**config.mk**
```make
export PLATFORM = sky130hd
export DESIGN_NAME = logic_event_timer
export DESIGN_NICKNAME = d
export VERILOG_FILES = /design/src/rtl/let_pkg.sv /design/src/rtl/let_tick_gen.sv /design/src/rtl/let_level_watch.sv /design/src/rtl/let_span_counter.sv /design/src/rtl/logic_event_timer.sv
export SDC_FILE = /design/constraint.sdc
export NUM_CORES = 1
export LEC_CHECK = 0
export ABC_AREA = 1
export ABC_CLOCK_PERIOD_IN_PS = 2200
export BUFFER_PORTS_ARGS = -buffer_cell sky130_fd_sc_hd__buf_4
export CAP_MARGIN = 20
export CORE_MARGIN = 5
export CORE_UTILIZATION = 55
export CTS_BUF_LIST = sky130_fd_sc_hd__clkbuf_8
export DETAILED_ROUTE_END_ITERATION = 6
export MAX_ROUTING_LAYER = met4
export PLACE_DENSITY = 0.85
export SLEW_MARGIN = 10
export SYNTH_ARGS = -nofsm -noshare
export SYNTH_HDL_FRONTEND = slang
export SYNTH_SLANG_ARGS = --single-unit
```
**constraint.sdc**
```tcl
create_clock -name clk -period 2.2 [get_ports clk]
set_input_delay 0.22 -clock clk [delete_from_list [all_inputs] [get_ports clk]]
set_output_delay 0.22 -clock clk [all_outputs]
set_load 0.01 [all_outputs]
```
**src/rtl/let_pkg.sv**
```systemverilog
package let_pkg;

    // Lowest pin number that can be timed; pin 0 is never timed.
    localparam int FIRST_TIMED_PIN = 1;

    typedef enum logic [1:0] {
        ST_IDLE = 2'd0,
        ST_ARM  = 2'd1,   // width mode: waiting for entry into target level
        ST_MEAS = 2'd2    // counting ticks
    } let_state_e;

    typedef struct packed {
        logic width_mode;   // 0: edge timing, 1: width timing
        logic target_hi;    // target level
    } let_cfg_t;

    function automatic logic pin_is_timeable(input int sel, input int num_pins);
        return (sel >= FIRST_TIMED_PIN) && (sel < num_pins);
    endfunction

endpackage

```
**src/rtl/let_tick_gen.sv**
```systemverilog
module let_tick_gen #(
    parameter int DIV = 2
) (
    input  logic clk,
    input  logic rst,
    input  logic clear,
    input  logic run,
    output logic tick
);
    localparam int PW = (DIV > 1) ? $clog2(DIV) : 1;
    localparam logic [PW-1:0] LAST = PW'(DIV - 1);

    logic [PW-1:0] phase_q;

    assign tick = run && (phase_q == LAST);

    always_ff @(posedge clk) begin
        if (rst || clear) begin
            phase_q <= '0;
        end else if (run) begin
            phase_q <= (phase_q == LAST) ? '0 : phase_q + 1'b1;
        end
    end
endmodule

```
**src/rtl/let_level_watch.sv**
```systemverilog
module let_level_watch #(
    parameter int NUM_PINS = 5,
    parameter int SEL_W    = 3
) (
    input  logic                clk,
    input  logic                rst,
    input  logic                load,
    input  logic [SEL_W-1:0]    load_sel,
    input  logic [NUM_PINS-1:0] pins,
    input  logic                target,
    output logic                entry,
    output logic                leave
);
    logic [SEL_W-1:0] sel_q;
    logic             prev_q;
    logic             cur_lvl;
    logic             load_lvl;

    always_comb begin
        cur_lvl  = 1'b0;
        load_lvl = 1'b0;
        for (int i = 0; i < NUM_PINS; i++) begin
            if (sel_q == SEL_W'(i))    cur_lvl  = pins[i];
            if (load_sel == SEL_W'(i)) load_lvl = pins[i];
        end
    end

    // A change is judged against the level seen one cycle before; on a
    // load the new pin's present level becomes the reference.
    always_ff @(posedge clk) begin
        if (rst) begin
            sel_q  <= '0;
            prev_q <= 1'b0;
        end else if (load) begin
            sel_q  <= load_sel;
            prev_q <= load_lvl;
        end else begin
            prev_q <= cur_lvl;
        end
    end

    assign entry = !load && (prev_q != target) && (cur_lvl == target);
    assign leave = !load && (prev_q == target) && (cur_lvl != target);
endmodule

```
**src/rtl/let_span_counter.sv**
```systemverilog
module let_span_counter #(
    parameter int W = 16
) (
    input  logic         clk,
    input  logic         rst,
    input  logic         clear,
    input  logic         tick,
    output logic [W-1:0] count,
    output logic         full
);
    assign full = &count;

    always_ff @(posedge clk) begin
        if (rst || clear) begin
            count <= '0;
        end else if (tick && !full) begin
            count <= count + 1'b1;
        end
    end
endmodule

```
**src/rtl/logic_event_timer.sv**
```systemverilog
module logic_event_timer
    import let_pkg::*;
#(
    parameter int NUM_PINS = 5,
    parameter int TICK_DIV = 2,
    parameter int CNT_W    = 16,
    localparam int SEL_W   = $clog2(NUM_PINS)
) (
    input  logic                clk,
    input  logic                rst,
    input  logic                start_i,
    input  logic [SEL_W-1:0]    sel_i,
    input  logic [NUM_PINS-1:0] mode_i,
    input  logic [NUM_PINS-1:0] target_i,
    input  logic [NUM_PINS-1:0] pins_i,
    output logic [CNT_W-1:0]    result_o,
    output logic                done_o,
    output logic                overflow_o
);
    let_state_e       state_q;
    let_cfg_t         cfg_q;
    let_cfg_t         cfg_new;
    logic             accept;
    logic             entry;
    logic             leave;
    logic             arm_hit;
    logic             finish;
    logic             tick;
    logic             cnt_clear;
    logic             run;
    logic             full;
    logic [CNT_W-1:0] cnt_q;

    assign accept = start_i && pin_is_timeable(int'(sel_i), NUM_PINS);

    always_comb begin
        cfg_new = '0;
        for (int i = 0; i < NUM_PINS; i++) begin
            if (sel_i == SEL_W'(i)) begin
                cfg_new.width_mode = mode_i[i];
                cfg_new.target_hi  = target_i[i];
            end
        end
    end

    assign arm_hit   = (state_q == ST_ARM) && entry;
    assign finish    = (state_q == ST_MEAS) && (cfg_q.width_mode ? leave : entry);
    assign cnt_clear = accept || arm_hit;
    assign run       = (state_q == ST_MEAS) && !accept;

    let_level_watch #(
        .NUM_PINS (NUM_PINS),
        .SEL_W    (SEL_W)
    ) u_watch (
        .clk      (clk),
        .rst      (rst),
        .load     (accept),
        .load_sel (sel_i),
        .pins     (pins_i),
        .target   (cfg_q.target_hi),
        .entry    (entry),
        .leave    (leave)
    );

    let_tick_gen #(
        .DIV   (TICK_DIV)
    ) u_tick (
        .clk   (clk),
        .rst   (rst),
        .clear (cnt_clear),
        .run   (run),
        .tick  (tick)
    );

    let_span_counter #(
        .W     (CNT_W)
    ) u_count (
        .clk   (clk),
        .rst   (rst),
        .clear (cnt_clear),
        .tick  (tick),
        .count (cnt_q),
        .full  (full)
    );

    always_ff @(posedge clk) begin
        if (rst) begin
            state_q    <= ST_IDLE;
            cfg_q      <= '0;
            result_o   <= '0;
            done_o     <= 1'b0;
            overflow_o <= 1'b0;
        end else if (accept) begin
            cfg_q      <= cfg_new;
            result_o   <= '0;
            done_o     <= 1'b0;
            overflow_o <= 1'b0;
            state_q    <= cfg_new.width_mode ? ST_ARM : ST_MEAS;
        end else begin
            unique case (state_q)
                ST_ARM: begin
                    if (entry) state_q <= ST_MEAS;
                end
                ST_MEAS: begin
                    if (finish) begin
                        result_o <= cnt_q;
                        done_o   <= 1'b1;
                        state_q  <= ST_IDLE;
                    end else if (tick && full) begin
                        result_o   <= '1;
                        done_o     <= 1'b1;
                        overflow_o <= 1'b1;
                        state_q    <= ST_IDLE;
                    end
                end
                default: state_q <= ST_IDLE;
            endcase
        end
    end
endmodule

```
==> run_results.csv <==
group,metric,value,unit
run_status,status,"complete, no violations",
grt,track_usage,20.85,%
finish,drive_above_1_share,22.00,%
sta,finalCritPeriodShare,88.35,%
yosys,synth.avg_cell_area,7.245,sq um
placement,numPortBuffers,37,
pwr,ir_drop,246.7,uV
sta,fin_crit,1944,ps
yosys,netlist_instances,310,
grt,grt_pass1_vias,2048,
worst_setup_path,end_kind,"flop",
routing,routedWlPerCell,12.38,um
placement,place_congestion,0.9731,
routing,vias,2098,
sta,tns,0,ps
worst_setup_path,path_max_fanout,16,
finish,final_common_cell,"nand2_1",
clock_tree,hold_buffers,0,
clock_tree,cts.sinks,43,
yosys,synth_top_area_share,38.33,%
clock_tree,cts_resized,0,
floorplanning,io_pins,39,
worst_setup_path,worstSetupPathType,"flop to flop",
routing,met1Wirelength,2143,um
sta,fmax,514.5,MHz
clock_tree,post_cts.repair.setup_buffers,0,
routing,dr_wl_met2,2346,um
floorplanning,num_rows,23,
worst_setup_path,reg2reg_slack,260,ps
clock_tree,clkSlewWorstSetupHoldPaths,90,ps
pwr,power_leakage,1.091,nW
worst_setup_path,required,2420,ps
yosys,synth_cell_types,35,
finish,final_cell_mix,"nand2_1 (62), dfxtp_1 (43), nor2_1 (41), buf_4 (39), inv_1 (34)",
sta,setup_viol,0,
floorplanning,core_area,3971,sq um
routing,routed_wl,4951,um
clock_tree,root_buffer,"clkbuf_8",
grt,grt_remaining_overflow,0,
finish,nets,371,
placement,hpwl,3654,um
finish,syn_to_final_growth,16.38,%
pwr,p_total,1.505,mW
finish,n_antenna_cell,0,
worst_setup_path,rr_worst_depth,9,
sta,final.setup_skew,5.591,ps
worst_setup_path,worstReg2RegStart,"u_count.count[0]",
yosys,syn_area,2246,sq um
routing,met3RoutedLength,329,um
worst_hold_path,whs_path_depth,2,
yosys,synth_area_leaders,"dfxtp_1 (38%), nand2_1 (10%), nor2_1 (6.9%)",
sta,tightest_slew,395.2,ps
yosys,ys.warnings.count,0,
worst_setup_path,r2r_end,"u_count.count[2]",
sta,slew_violations,0,
routing,ant_nets,0,
yosys,synth_top_area_cell,"dfxtp_1",
sta,grt_setup_unrepaired,"no",
worst_setup_path,critPathLaunchType,"flop",
clock_tree,htreeDepth,2,
sta,slew_headroom,73.32,%
clock_tree,cts_tree,"yes",
clock_tree,clk_path_buf_depth,2,
worst_setup_path,arrival,2170,ps
yosys,ys_seq_area_share,38.33,%
routing,drt_iter0_drc,193,
routing,viasPerCell,5.245,
sta,finalHoldViolCount,0,
routing,first_pass_iters,4,
grt,grt_max_degree,19,
routing,top_layer,"met4",
worst_hold_path,hp-class,"input pin to flop",
yosys,synth_nets,332,
clock_tree,clk_latency,300,ps
pwr,powerDensity,575.9,nW/um^2
worst_hold_path,hold_start,"rst",
floorplanning,fp.dieArea,5461,sq um
floorplanning,die_x,73.90,um
routing,drc,0,
floorplanning,start_util,56.55,%
grt,antenna_found_initial,0,
grt,grt_pass1_wl,8576,um
clock_tree,cts-buffers-inserted,5,
worst_hold_path,whs_endpoint,"state_q[0]",
yosys,synth-seq-cells,43,
floorplanning,dieHeight,73.90,um
job,drv_cap,0,
[cells by family after synthesis]
kind of cell / after synthesis / synth area share (%)
AND/OR/NAND/NOR: 156 / 33.20
flip-flops: 43 / 38.33
XOR/XNOR: 13 / 5.070
buffers and inverters: 46 / 10.19
adder cells (fa/ha/maj): 1 / 0.5570
AO/OA/AOI/OAI: 51 / 12.65
[sequential cells by signal, summed over array words and instances (netlist names)]
register / count
cfg_q: 2
done_o: 1
overflow_o: 1
result_o: 16
state_q: 2
u_count.count: 16
u_tick.phase_q: 1
u_watch.prev_q: 1
u_watch.sel_q: 3
[where the power goes]
part / internal, mW / switching, mW / total [mW]
sequential: 0.795 / 0.0101 / 0.805
combinational: 0.0747 / 0.105 / 0.180
clock: 0.227 / 0.293 / 0.520
[stage by stage]
| stage | util (%) | std cells | setup slack, ps | cell area, sq um | hold slack, ps |
|---|---|---|---|---|---|
| 6_report | 65.82 | 400 | 256.3 | 2614 | 86.95 |
| 5_1_grt | 65.82 | 400 | 71.12 | 2614 | 80.40 |
| 4_1_cts | 65.82 | 400 | 260.9 | 2614 | 82.29 |
| 3_5_place_dp | 63.48 | 392 | 313.1 | 2521 | 405.7 |
| 3_3_place_gp | 63.48 | 392 | 387.0 | 2521 | 407.6 |
| 2_1_floorplan | - | 310 | 579.8 | 2246 | 289.1 |
[synth_stat cells (all sizes together)]
cell,count
o32ai,2
xnor2,3
o21a,1
clkbuf,1
ha,1
a31oi,1
o311ai,1
o22ai,2
a21oi,21
o21ai,22
inv,38
nor2,55
nand2,70
a221oi,1
clkinv,1
nor4,3
nand3,15
buf,6
xor2,10
nand4,4
nor3,9
dfxtp,43
[worst max-delay path by stage]
stage,from,endpoint,slack [ps]
finish,u_count.count[0],u_count.count[2],260
global route,u_count.count[0],u_count.count[2],70
CTS,u_count.count[0],u_count.count[2],260
detailed placement,u_count.count[0],u_count.count[2],310
global placement,u_count.count[0],u_count.count[10],390
floorplan,u_count.count[0],result_o[0],580
[cell type report]
class                   count  area [sq um]
clock buffers               5         68.82
fillers                   348          1358
well taps                  50         62.56
repair buffers             39         292.8
multi-input cells         221          1156
inverters                  39         148.9
clock inverters             3         23.77
flip-flops and latches     43         860.8
[layer usage]
metal | track usage (%) | up-vias
met5 | - | -
met4 | 10.46 | 0
met3 | 5.062 | 21
met2 | 34.74 | 73
met1 | 23.02 | 929
li1 | - | 1075
[critical path, cell delays in order, from the launching register on]
cell     delay (ps)
dfxtp_1         450
ha_1            260
inv_1            80
nor3_2          170
nand2_1         160
nor2_4          210
nor2_8          100
inv_2           200
nor3_1           70
nor3_1          160
Note: power is estimated with default switching activity, not from simulation.
